[config.mk]
export PLATFORM = sky130hd
export DESIGN_NAME = hwavg_top
export DESIGN_NICKNAME = d
export VERILOG_FILES = /design/src/rtl/hwavg_pkg.sv /design/src/rtl/hwavg_lane.sv /design/src/rtl/hwavg_top.sv
export SDC_FILE = /design/constraint.sdc
export NUM_CORES = 1
export LEC_CHECK = 0
export BUFFER_PORTS_ARGS = -buffer_cell sky130_fd_sc_hd__buf_2
export CAP_MARGIN = 20
export CORE_AREA = 3 3 101 103
export DETAILED_ROUTE_END_ITERATION = 12
export DIE_AREA = 0 0 104 106
export HOLD_SLACK_MARGIN = 0.12
export SETUP_SLACK_MARGIN = 0.3
export SYNTH_ARGS = -nofsm -noshare
export SYNTH_HDL_FRONTEND = slang
export SYNTH_SLANG_ARGS = --single-unit
[constraint.sdc]
create_clock -name clk -period 5 [get_ports clk]
set_clock_uncertainty 0.15 [all_clocks]
set_input_delay 0.5 -clock clk [delete_from_list [all_inputs] [get_ports clk]]
set_output_delay 0.5 -clock clk [all_outputs]
set_load 0.02 [all_outputs]
[src/rtl/hwavg_pkg.sv]
package hwavg_pkg;
    localparam int LANE_W  = 16;
    localparam int LANES   = 2;
    localparam int WORD_W  = LANE_W * LANES;

    typedef enum logic [1:0] {
        RM_NEAREST = 2'd0,
        RM_ZERO    = 2'd1,
        RM_POSINF  = 2'd2,
        RM_NEGINF  = 2'd3
    } rnd_mode_e;

    typedef struct packed {
        logic      en;
        logic      sel;
        rnd_mode_e mode;
        logic      up;
    } rnd_cfg_t;

    // Whether an odd-sum lane with floor value of the given sign gets +1.
    function automatic logic bump_needed(rnd_cfg_t cfg, logic floor_neg);
        logic b;
        if (!cfg.en)
            b = 1'b0;
        else if (cfg.sel) begin
            unique case (cfg.mode)
                RM_NEAREST: b = !floor_neg;
                RM_ZERO:    b = floor_neg;
                RM_POSINF:  b = 1'b1;
                default:    b = 1'b0;
            endcase
        end else
            b = cfg.up;
        return b;
    endfunction
endpackage

[src/rtl/hwavg_lane.sv]
module hwavg_lane
    import hwavg_pkg::*;
#(
    parameter int W = LANE_W
) (
    input  logic [W-1:0] a,
    input  logic [W-1:0] b,
    input  rnd_cfg_t     cfg,
    output logic [W-1:0] avg
);
    localparam int SW = W + 1;

    logic signed [SW-1:0] sum;
    logic signed [SW-1:0] half;
    logic                 odd;
    logic                 bump;

    always_comb begin
        sum  = $signed({a[W-1], a}) + $signed({b[W-1], b});
        half = sum >>> 1;
        odd  = sum[0];
        bump = odd && bump_needed(cfg, half[SW-1]);
        avg  = half[W-1:0] + {{(W-1){1'b0}}, bump};
    end

    // even sums are never adjusted
    even_noadj_chk: assert final (odd || (avg == half[W-1:0]));
    // the increment never wraps past the positive maximum
    no_overflow_chk: assert final (!(bump && half[W-1:0] == {1'b0, {(W-1){1'b1}}}));
endmodule

[src/rtl/hwavg_top.sv]
module hwavg_top
    import hwavg_pkg::*;
(
    input  logic        clk,
    input  logic        rst,
    input  logic        in_valid,
    input  logic [31:0] op_a,
    input  logic [31:0] op_b,
    input  logic        rnd_en,
    input  logic        rnd_sel,
    input  logic [1:0]  rnd_mode,
    input  logic        rnd_up,
    output logic        out_valid,
    output logic [31:0] out_result
);
    rnd_cfg_t          cfg;
    logic [WORD_W-1:0] packed_avg;

    assign cfg = '{en: rnd_en, sel: rnd_sel, mode: rnd_mode_e'(rnd_mode), up: rnd_up};

    for (genvar g = 0; g < LANES; g++) begin : g_lane
        hwavg_lane #(.W(LANE_W)) u_lane (
            .a   (op_a[g*LANE_W +: LANE_W]),
            .b   (op_b[g*LANE_W +: LANE_W]),
            .cfg (cfg),
            .avg (packed_avg[g*LANE_W +: LANE_W])
        );
    end

    always_ff @(posedge clk) begin
        if (rst)
            out_valid <= 1'b0;
        else
            out_valid <= in_valid;
        if (in_valid)
            out_result <= packed_avg;
    end

    // valid is low the cycle after reset
    rst_valid_chk: assert property (@(posedge clk) rst |=> !out_valid);
    // valid follows the strobe by one cycle
    valid_lat_chk: assert property (@(posedge clk) disable iff (rst) out_valid == $past(in_valid));
    // the result holds while no strobe arrives
    hold_chk: assert property (@(posedge clk) disable iff (rst) !in_valid |=> $stable(out_result));
    // with rounding disabled the low lane is the plain floor average
    noadj_chk: assert property (@(posedge clk) disable iff (rst)
        (in_valid && !rnd_en) |=>
        out_result[15:0] == 16'($past(($signed({op_a[15], op_a[15:0]}) + $signed({op_b[15], op_b[15:0]})) >>> 1)));
endmodule

==> results.txt, run 1 <==
----------------------------------------------------
[STA]
  Final critical-path share of the clock period ... 86.14%
  Maximum operating frequency ... 0.2322 GHz
  Setup violations, final ... 0
  Post-layout min period ... 4.307 ns
  Measured slew at the worst slew-check pin ... 0.7589 ns
  Hold slack final ... 0.2150 ns
  Count of endpoints failing hold in the final timing report ... 0
  Post-route setup TNS ... 0 ns
  Relative slew slack ... 49.41%
  Number of slew-limit violations in the final report ... 0
  Unrepaired setup endpoints after global routing ... true

[Route]
  Starting DRC count in detailed routing ... 118
  Number of DRC violations after detailed routing ... 0
  Aggregate routed wire length ... 7382 um
  Antenna Violating Nets Remaining ... 0
  TritonRoute pass-1 iters ... 4
  Detailed-route via count ... 2798
  WL per Instance ... 12.97 um
  Vias/cell ... 4.917

[Power]
  Power density normalized to cell area ... 271.7 nW/um2
  Total power after layout ... 1.097 mW
  Leakage power total ... 1.715 nW
  Peak VDD IR ... 105.0 uV

[Placed design]
  Count of port buffers added during placement ... 104
  Area of placed instances ... 3896 um2
  Gp weighted congestion ... 0.8778
  Post-detail-place hpwl ... 6146 um

[Critical path]
  Slowest stage cell, crit path ... fa_1
  Worst Path Max Fanout ... 4
  CP Data Arrival Time ... 4.18 ns
  Series of cell instances along the critical path ... buf_2 -> ha_1 -> inv_1 -> fa_1 -> nand2b_1 -> o2bb2ai_1 -> o21a_1 -> o211ai_1 -> nand2b_1 -> a22o_1 -> mux2_1 -> a21oi_1 -> ha_1 -> and2_1 -> nand4_1 -> nor3_4 -> nand4_1 -> nor4_2 -> xor2_1
  Buffer and inverter count on the worst path ... 2
  Top Family by Delay on Critical Path ... simple AND/OR/NAND/NOR gates
  Worst Path Required ... 4.87 ns
  Stage delay of the slowest cell on the critical path ... 0.40 ns
  Type of element capturing the critical path ... flip-flop
  Kind of launch point of the worst setup path ... input port
  Kind of critical path ... in -> reg

[Synthesis]
  Number of synthesis warnings ... 0
  Flip-flop cell with the highest count after synthesis ... edfxtp_1
  Mean area per synthesized cell ... 9.790 um2
  Total standard cell area after synthesis ... 3231 um2
  Post-Syn Nets ... 440
  Netlist cell types ... 61
  Flip-flop and latch count after synthesis ... 33
  Post-synthesis cell count ... 330
  Share of flip-flops with an asynchronous set or reset ... 0%
  Post-synthesis sequential area ratio ... 30.36%
  Count of flip-flops with a built-in enable after synthesis ... 32

[Clocking]
  Number of CTS-inserted buffers ... 5
  Clock sink total ... 33
  CTS Buffer Depth ... 2
  Clock edge transition at the registers on the reported setup and hold paths ... 0.07 ns
  Library cell used as clock root buffer ... clkbuf_8
  CTS tree ... built
  Number of buffers added to fix hold violations after cts ... 0
  Maximum level of the CTS H-tree ... 2

[Die]
  Initial core utilization ... 34.80%
  Area inside the core boundary ... 9284 um2
  Floorplan die width ... 104 um
  Number of top-level pins ... 105
  Die outline area ... 11020 um2
  Standard-cell row count ... 35
  Chip height ... 106 um

[Finish]
  Final core occ ... 43.49%
  Area Overhead vs Synth ... 24.98%
  Final layout net count ... 549
  N_diodes ... 0
  Layout cell share with drive strength beyond 1 ... 30.91%
  Final standard cell area without fillers ... 4038 um2

[GRT]
  Pin count of the biggest net entering global routing ... 34
  Gr usage total ... 12.82%
  Antenna violations before repair ... 0
  Total global routing overflow ... 0
  Wire length of the first global-routing pass ... 11860 um
  Number of global-route vias before repair ... 2629

[Run status]
  Run status ... finished clean

[Flow run]
  Maximum capacitance violations ... 0

[Hold path]
  Class of the worst hold path ... in -> reg

----------------------------------------------------
## final cells by class
type / instances / area [um2]
clock buffers: 6 / 82.58
fillers: 960 / 5246
multi-input cells: 277 / 2180
inverters: 16 / 60.06
repair buffers: 106 / 535.5
flip-flops and latches: 33 / 980.9
well taps: 129 / 161.4
clock inverters: 2 / 37.54
## power by group
| part | leakage (nW) | switching, mW | internal [mW] |
|---|---|---|---|
| combinational | 1.34 | 0.271 | 0.184 |
| sequential | 0.321 | 0.0136 | 0.363 |
| clock | 0.0574 | 0.102 | 0.162 |
| total | 1.71 | 0.387 | 0.710 |
## metrics by stage
stage          setup WS [ns]  instances
3_3_place_gp          0.2483        560
4_1_cts               0.5114        568
6_report              0.6928        569
2_1_floorplan         0.8153        330
3_5_place_dp          0.2058        560
5_1_grt               0.2975        569
## cells in the mapped netlist (2+ instances only)
| master | count | share of area [%] |
|---|---|---|
| a211o_1 | 2 | 0.54 |
| a211oi_1 | 2 | 0.46 |
| a211oi_2 | 2 | 0.77 |
| a21o_1 | 4 | 0.93 |
| a21oi_1 | 23 | 3.6 |
| a311o_1 | 2 | 0.62 |
| a31oi_1 | 2 | 0.39 |
| and2_1 | 7 | 1.4 |
| and3_1 | 3 | 0.58 |
| clkbuf_1 | 2 | 0.23 |
| edfxtp_1 | 32 | 30 |
| fa_1 | 2 | 1.2 |
| ha_1 | 36 | 14 |
| inv_1 | 16 | 1.9 |
| mux2_1 | 2 | 0.70 |
| nand2_1 | 24 | 2.8 |
| nand2b_1 | 6 | 1.2 |
| nand3_1 | 11 | 1.7 |
| nand3_2 | 3 | 0.93 |
| nand4_1 | 6 | 1.2 |
| nor2_1 | 18 | 2.1 |
| nor2b_1 | 3 | 0.58 |
| nor3_1 | 10 | 1.5 |
| nor4_2 | 2 | 0.77 |
| nor4b_4 | 2 | 1.5 |
| o2111ai_1 | 2 | 0.54 |
| o211ai_1 | 4 | 0.93 |
| o21a_1 | 7 | 1.6 |
| o21ai_0 | 11 | 1.7 |
| o21ai_1 | 4 | 0.62 |
| o21bai_1 | 3 | 0.70 |
| o41ai_2 | 2 | 1.0 |
| xnor2_1 | 31 | 8.4 |
| xor2_1 | 17 | 4.6 |
## per-layer routing
metal | track usage [%] | vias up | routed length, um
met2 | 20.71 | 68 | 3348
met3 | 3.036 | 5 | 402
li1 | - | 1462 | -
met5 | 0 | - | 0
met4 | 2.659 | 0 | 48
met1 | 17.56 | 1263 | 3582
## path summary, 6_finish.rpt
path,from,end,slack (ns),depth (start not counted)
worst min-delay path,rst,out_valid$_SDFF_PP0_,0.22,2
worst max-delay path,op_a[16],out_result[31]$_DFFE_PP_,0.69,19
## cell usage in the layout, fill, tap and decap left out, types with 3 or more instances in the layout
master,Yosys,layout
o211ai_1,4,4
nand2_1,24,24
clkbuf_8,0,6
nand3_2,3,3
nor3_1,10,9
o21ai_0,11,11
a21o_1,4,4
and3_1,3,3
buf_2,1,104
xnor2_1,31,31
o21ai_1,4,4
xor2_1,17,17
inv_1,16,16
a21oi_1,23,23
nand2b_1,6,6
ha_1,36,36
and2_1,7,7
o21bai_1,3,3
nor2_1,18,17
nand3_1,11,11
edfxtp_1,32,32
nand4_1,6,6
o21a_1,7,7
nor2b_1,3,3
## cells by family (layout without fill, tap and decap cells)
family	Yosys count	after routing	synth area share, %
fa+ha+maj	38	38	15.18
simple gates	101	101	17.70
mux	2	2	0.6971
flops	33	33	30.36
compound gates	88	88	20.45
xor+xnor	48	48	13.01
buf+inv	20	130	2.595
## sequential cells by signal, summed over array words and instances (netlist names)
signal and cells:
out_result 32, out_valid 1
## repair_timing
| item | 4_1_cts | 5_1_grt |
|---|---|---|
| setup buffers | 0 | 1 |
| setup endpoints to repair | 0 | 4 |
| endpoints found under the hold margin | 0 | 0 |
| resized for setup | 0 | 3 |
No activity file was read; power rests on OpenSTA's default activity.
==> inputs of run 2 (changes only) <==
Settings changed: SLEW_MARGIN from default to 20.
Clock period 5 ns to 4.3 ns, I/O delays scaled along.
==> results.txt, run 2 (synthesized netlist as in run 1, its figures left out) <==
----------------------------------------------------
[Run status]
  Run status ... finished clean

[Critical path]
  Kind of launch point of the worst setup path ... input port
  Stage delay of the slowest cell on the critical path ... 0.40 ns (about the same)
  Kind of critical path ... in -> reg
  Worst Path Max Fanout ... 4 (unchanged)
  Critical Path Most Common Cell ... ha_4
  Slowest stage cell, crit path ... o41a_1
  CP Data Arrival Time ... 3.83 ns (-0.35 ns)
  Worst Path Required ... 4.18 ns (-0.69 ns)
  Series of cell instances along the critical path ... buf_8 -> ha_4 -> inv_2 -> fa_2 -> nor2b_2 -> o211ai_1 -> a211oi_2 -> o41a_1 -> a311o_1 -> o21ai_2 -> mux2_4 -> a21oi_2 -> ha_2 -> ha_4 -> nand4_1 -> nor2_4 -> nand3_2 -> xor2_1
  Type of element capturing the critical path ... flip-flop

[Die]
  Chip height ... 106 um (unchanged)
  Number of top-level pins ... 105 (unchanged)
  Initial core utilization ... 34.80% (unchanged)
  Die outline area ... 11020 um2 (unchanged)
  Area inside the core boundary ... 9284 um2 (unchanged)
  Standard-cell row count ... 35 (unchanged)
  Floorplan die width ... 104 um (unchanged)

[STA]
  Post-layout min period ... 3.956 ns
  Measured slew at the worst slew-check pin ... 0.7745 ns (+0.01558 ns)
  Relative slew slack ... 48.37% (-1.0 points)
  Number of slew-limit violations in the final report ... 0 (unchanged)
  Maximum operating frequency ... 0.2528 GHz
  Unrepaired setup endpoints after global routing ... true
  Hold slack final ... 0.1568 ns (-0.05821 ns)
  Setup violations, final ... 0 (unchanged)
  Final critical-path share of the clock period ... 92.01%
  Count of endpoints failing hold in the final timing report ... 0 (unchanged)

[GRT]
  Antenna violations before repair ... 0 (unchanged)
  Gr usage total ... 14.16% (+1.3 points)
  Pin count of the biggest net entering global routing ... 34 (unchanged)
  Number of global-route vias before repair ... 2829 (+7.6%)
  Met1 demand-to-capacity share in global routing ... 19.35% (+1.8 points)
  Global routing's busiest layer ... met2
  Wire length of the first global-routing pass ... 13050 um (+10%)
  Total global routing overflow ... 0 (unchanged)
  Global routing met2 resource utilization ... 23.82% (+3.1 points)
  GR Util met3 ... 2.247% (-0.79 points)

[Finish]
  N_diodes ... 0 (unchanged)
  Final layout net count ... 585 (+6.6%)
  Registers with the most flip-flops ... out_result: 32 flops, out_valid: 1 flops
  Final standard cell area without fillers ... 4531 um2 (+12%)
  Layout cell share with drive strength beyond 1 ... 42.86% (+12 points)
  Area Overhead vs Synth ... 40.24%
  Most frequent standard cell in the layout excluding fill and tap cells ... buf_2
  Final core occ ... 48.80% (+5.3 points)
  Count of non-filler cells in the finished layout ... 605 (+6.3%)
  Number of flip-flops under the largest register name ... 32 (unchanged)
  Leading cell types in the layout, fill and taps excluded ... buf_2, buf_4, edfxtp_1
  Biggest register ... out_result

[Clocking]
  CTS Buffer Depth ... 2 (unchanged)
  Clock edge transition at the registers on the reported setup and hold paths ... 0.07 ns (about the same)
  Maximum level of the CTS H-tree ... 2 (unchanged)
  Number of CTS-inserted buffers ... 5 (unchanged)
  Library cell used as clock root buffer ... clkbuf_8
  Number of buffers added to fix hold violations after cts ... 0 (unchanged)
  CTS tree ... built
  Clock sink total ... 33 (unchanged)

[Route]
  Starting DRC count in detailed routing ... 81 (-31%)
  Number of DRC violations after detailed routing ... 0 (unchanged)
  Aggregate routed wire length ... 8200 um (+11%)
  Vias/cell ... 4.868 (-1.0%)
  TritonRoute pass-1 iters ... 4 (unchanged)
  Antenna Violating Nets Remaining ... 0 (unchanged)
  WL per Instance ... 13.55 um (+4.5%)
  Detailed-route via count ... 2945 (+5.3%)

[Flow run]
  Maximum capacitance violations ... 0 (unchanged)

[Placed design]
  Count of port buffers added during placement ... 104 (unchanged)
  Placed cell count ... 583 (+4.1%)
  Area of placed instances ... 4091 um2 (+5.0%)
  Post-detail-place hpwl ... 6676 um (+8.6%)
  Gp weighted congestion ... 0.9067 (+3.3%)

[Hold path]
  Hold Path End ... out_valid$_SDFF_PP0_
  Min-delay src ... rst
  Min-Delay Path Depth ... 2 (unchanged)
  Class of the worst hold path ... in -> reg

[Power]
  Leakage power total ... 1.929 nW (+13%)
  Peak VDD IR ... 122.0 uV (+16%)
  Power density normalized to cell area ... 296.7 nW/um2 (+9.2%)
  Total power after layout ... 1.344 mW (+23%)

----------------------------------------------------
## run 2: how the worst max path moves through the flow
stage | from | end | slack [ns] | depth (start not counted)
floorplan | op_a[16] | out_result[31]$_DFFE_PP_ | 0.23 | 18
global placement | op_a[16] | out_result[31]$_DFFE_PP_ | -0.13 | 19
detailed placement | op_a[16] | out_result[31]$_DFFE_PP_ | -0.16 | 19
CTS | op_a[0] | out_result[12]$_DFFE_PP_ | 0.34 | 18
global route | op_b[0] | out_result[12]$_DFFE_PP_ | 0.18 | 18
finish | op_b[0] | out_result[12]$_DFFE_PP_ | 0.34 | 18
## run 2: where the power goes
| group | total, mW | internal (mW) | leakage [nW] | switching [mW] |
|---|---|---|---|---|
| Combinational | 0.605 | 0.260 | 1.55 | 0.345 |
| Clock | 0.301 | 0.173 | 0.0543 | 0.127 |
| Sequential | 0.438 | 0.422 | 0.321 | 0.0161 |
| Total | 1.34 | 0.856 | 1.93 | 0.489 |
## run 2: timing repair
| action | in CTS | in global routing |
|---|---|---|
| pin swaps | 3 | 18 |
| buffers inserted | 6 | 8 |
| gates resized for setup | 3 | 43 |
| endpoints found under the setup margin | 3 | 19 |
## run 2: through the flow
stage	TNS, ns	setup slack [ns]
6_report	0	0.3438
5_1_grt	0	0.1752
4_1_cts	0	0.3366
3_5_place_dp	-0.2903	-0.1553
3_3_place_gp	-0.1985	-0.1313
2_1_floorplan	0	0.2334
## run 2: critical path: cells and delay by family
family,cells,cell delay (ns)
and+or+nand+nor,4,0.52
adders and majority gates,4,0.71
xor gates and xnor gates,1,0.15
AOI/OAI and AO/OA,6,1.54
buffers and inverters,2,0.15
muxes,1,0.33
## run 2: final cells by class
| type | instances | area (um2) |
|---|---|---|
| clock buffer | 5 | 68.82 |
| clock inverter | 3 | 46.29 |
| fill | 903 | 4753 |
| inverter | 16 | 60.06 |
| multi-input combinational | 277 | 2371 |
| sequential | 33 | 980.9 |
| tap | 129 | 161.4 |
| timing repair buffer | 142 | 842.1 |
## run 2: metal layers
metal | vias to the layer above | wire, um
met3 | 7 | 278
met2 | 62 | 3962
li1 | 1534 | -
met5 | - | 0
met1 | 1342 | 3889
met4 | 0 | 69
==> inputs of run 3 (changes only) <==
Settings changed: BUFFER_PORTS_ARGS -buffer_cell sky130_fd_sc_hd__buf_2 to default, DONT_BUFFER_PORTS from default to 1, MAX_ROUTING_LAYER from default to met4, SLEW_MARGIN 20 to default.
==> results.txt, run 3 (synthesized netlist as in run 1, its figures left out) <==
----------------------------------------------------
[Critical path]
  Stage delay of the slowest cell on the critical path ... 0.41 ns (about the same)
  Type of element capturing the critical path ... flip-flop
  Buffer and inverter count on the worst path ... 1 (-1)
  Source of the critical timing path ... op_a[0]
  Top Family by Delay on Critical Path ... compound AO/OA/AOI/OAI gates
  Kind of critical path ... in -> reg
  End point of the critical path ... out_result[10]$_DFFE_PP_
  Kind of launch point of the worst setup path ... input port
  Slowest stage cell, crit path ... o41a_1
  Cell count along the critical path ... 17 (-1)
  Series of cell instances along the critical path ... ha_4 -> inv_2 -> fa_2 -> nor2b_4 -> o211ai_1 -> a211oi_2 -> o41a_1 -> a311o_1 -> o21ai_2 -> mux2_4 -> a21oi_2 -> ha_2 -> ha_4 -> nand4_1 -> nor2_4 -> nand3_2 -> xor2_2
  Worst Path Max Fanout ... 4 (unchanged)
  Critical Path Most Common Cell ... ha_4
  Worst Path Required ... 4.16 ns (-0.02 ns)
  CP Data Arrival Time ... 3.70 ns (-0.13 ns)

[Finish]
  Count of filler cells inserted in the layout ... 927 (+2.7%)
  Biggest register ... out_result
  Final core occ ... 41.56% (-7.2 points)
  Area Overhead vs Synth ... 19.44%
  Most frequent standard cell in the layout excluding fill and tap cells ... edfxtp_1
  Number of flip-flops under the largest register name ... 32 (unchanged)
  N_diodes ... 0 (unchanged)
  Final layout net count ... 469 (-20%)
  Registers with the most flip-flops ... out_result: 32 flops, out_valid: 1 flops
  Leading cell types in the layout, fill and taps excluded ... edfxtp_1, xnor2_1, ha_1
  Layout cell share with drive strength beyond 1 ... 22.22% (-21 points)

[Route]
  DR WL met2 ... 3598 um (-9.2%)
  Aggregate routed wire length ... 7736 um (-5.7%)
  WL per Instance ... 15.82 um (+17%)
  Total routed wire length on the met1 layer ... 3580 um (-7.9%)
  Detailed-routed wire length on met3 ... 437 um (+57%)
  Antenna Violating Nets Remaining ... 0 (unchanged)
  Starting DRC count in detailed routing ... 82 (+1.2%)
  Number of DRC violations after detailed routing ... 0 (unchanged)
  Detailed-route via count ... 2536 (-14%)
  TritonRoute pass-1 iters ... 4 (unchanged)
  Highest signal layer in the routed design ... met4
  Vias/cell ... 5.186 (+6.5%)

[STA]
  Relative slew slack ... 56.31% (+7.9 points)
  Unrepaired setup endpoints after global routing ... true
  Count of endpoints failing hold in the final timing report ... 0 (unchanged)
  Final critical-path share of the clock period ... 89.33% (-2.7 points)
  Measured slew at the worst slew-check pin ... 0.6469 ns (-0.1276 ns)
  Number of slew-limit violations in the final report ... 0 (unchanged)
  Setup violations, final ... 0 (unchanged)
  Maximum operating frequency ... 0.2604 GHz (+3.0%)
  Hold slack final ... 0.1540 ns (-0.002778 ns)
  Post-layout min period ... 3.841 ns (-0.1152 ns)

[Placed design]
  Count of port buffers added during placement ... 0 (-100%)
  Post-detail-place hpwl ... 6385 um (-4.4%)
  Gp weighted congestion ... 0.8977 (-0.99%)

[Power]
  Leakage power total ... 1.448 nW (-25%)
  Power density normalized to cell area ... 324.9 nW/um2 (+9.5%)
  Peak VDD IR ... 147.0 uV (+21%)
  Total power after layout ... 1.254 mW (-6.7%)

[GRT]
  Number of global-route vias before repair ... 2487 (-12%)
  Gr usage total ... 13.91% (-0.26 points)
  Total global routing overflow ... 0 (unchanged)
  Wire length of the first global-routing pass ... 12170 um (-6.8%)
  Antenna violations before repair ... 0 (unchanged)
  Pin count of the biggest net entering global routing ... 33 (-2.9%)

[Clocking]
  CTS Buffer Depth ... 2 (unchanged)
  CTS tree ... built
  Library cell used as clock root buffer ... clkbuf_8
  Number of CTS-inserted buffers ... 5 (unchanged)
  Maximum level of the CTS H-tree ... 2 (unchanged)
  Clock sink total ... 33 (unchanged)
  Clock edge transition at the registers on the reported setup and hold paths ... 0.06 ns (about the same)

[Flow run]
  Maximum capacitance violations ... 0 (unchanged)

[Die]
  Floorplan die width ... 104 um (unchanged)
  Die outline area ... 11020 um2 (unchanged)
  Number of top-level pins ... 105 (unchanged)
  Initial core utilization ... 34.80% (unchanged)
  Standard-cell row count ... 35 (unchanged)
  Area inside the core boundary ... 9284 um2 (unchanged)
  Chip height ... 106 um (unchanged)

[Run status]
  Run status ... finished clean

[Hold path]
  Class of the worst hold path ... in -> reg

----------------------------------------------------
[run 3: routing by layer]
metal,GRT usage [%],vias up
li1,-,1297
met1,17.44,1159
met2,22.01,71
met3,4.129,9
met4,3.704,0
met5,-,-
[run 3: area by class of cell]
class,count,area [um2],share of cell area (%)
Clock buffer,7,86.33,2.237
Clock inverter,1,30.03,0.7782
Inverter,16,60.06,1.556
Multi-Input combinational cell,277,2330,60.38
Sequential cell,33,980.9,25.42
Tap cell,129,161.4,4.183
Timing Repair Buffer,26,210.2,5.447
[run 3: stage by stage]
step | setup slack, ns | area (um2) | std cells | TNS (ns)
after floorplan | 0.2334 | 3254 | 330 | 0
after global placement | -0.02369 | 3518 | 472 | -0.02789
after detailed placement | -0.1454 | 3518 | 472 | -0.2315
after CTS | 0.2895 | 3684 | 483 | 0
after global routing | 0.2405 | 3859 | 489 | 0
final | 0.4590 | 3859 | 489 | 0
[run 3: report_power, final]
group,total [mW],switching [mW],internal [mW]
registers,0.512,0.0852,0.427
logic,0.439,0.247,0.192
clock network,0.303,0.114,0.189
[run 3: worst min-delay path by stage]
stage	slack (ns)	from	end	cells past startpoint
floorplan	0.35	rst	out_valid$_SDFF_PP0_	1
global placement	0.36	rst	out_valid$_SDFF_PP0_	1
detailed placement	0.36	rst	out_valid$_SDFF_PP0_	1
CTS	0.15	in_valid	out_valid$_SDFF_PP0_	1
global route	0.14	in_valid	out_valid$_SDFF_PP0_	1
finish	0.15	in_valid	out_valid$_SDFF_PP0_	1
[run 3: repair_timing]
action / CTS / global route
pin swaps: 4 / 21
resized for setup: 2 / 28
hold endpoints to repair: 33 / 0
hold buffers: 2 / 0
setup endpoints to repair: 2 / 18
setup buffers: 1 / 6
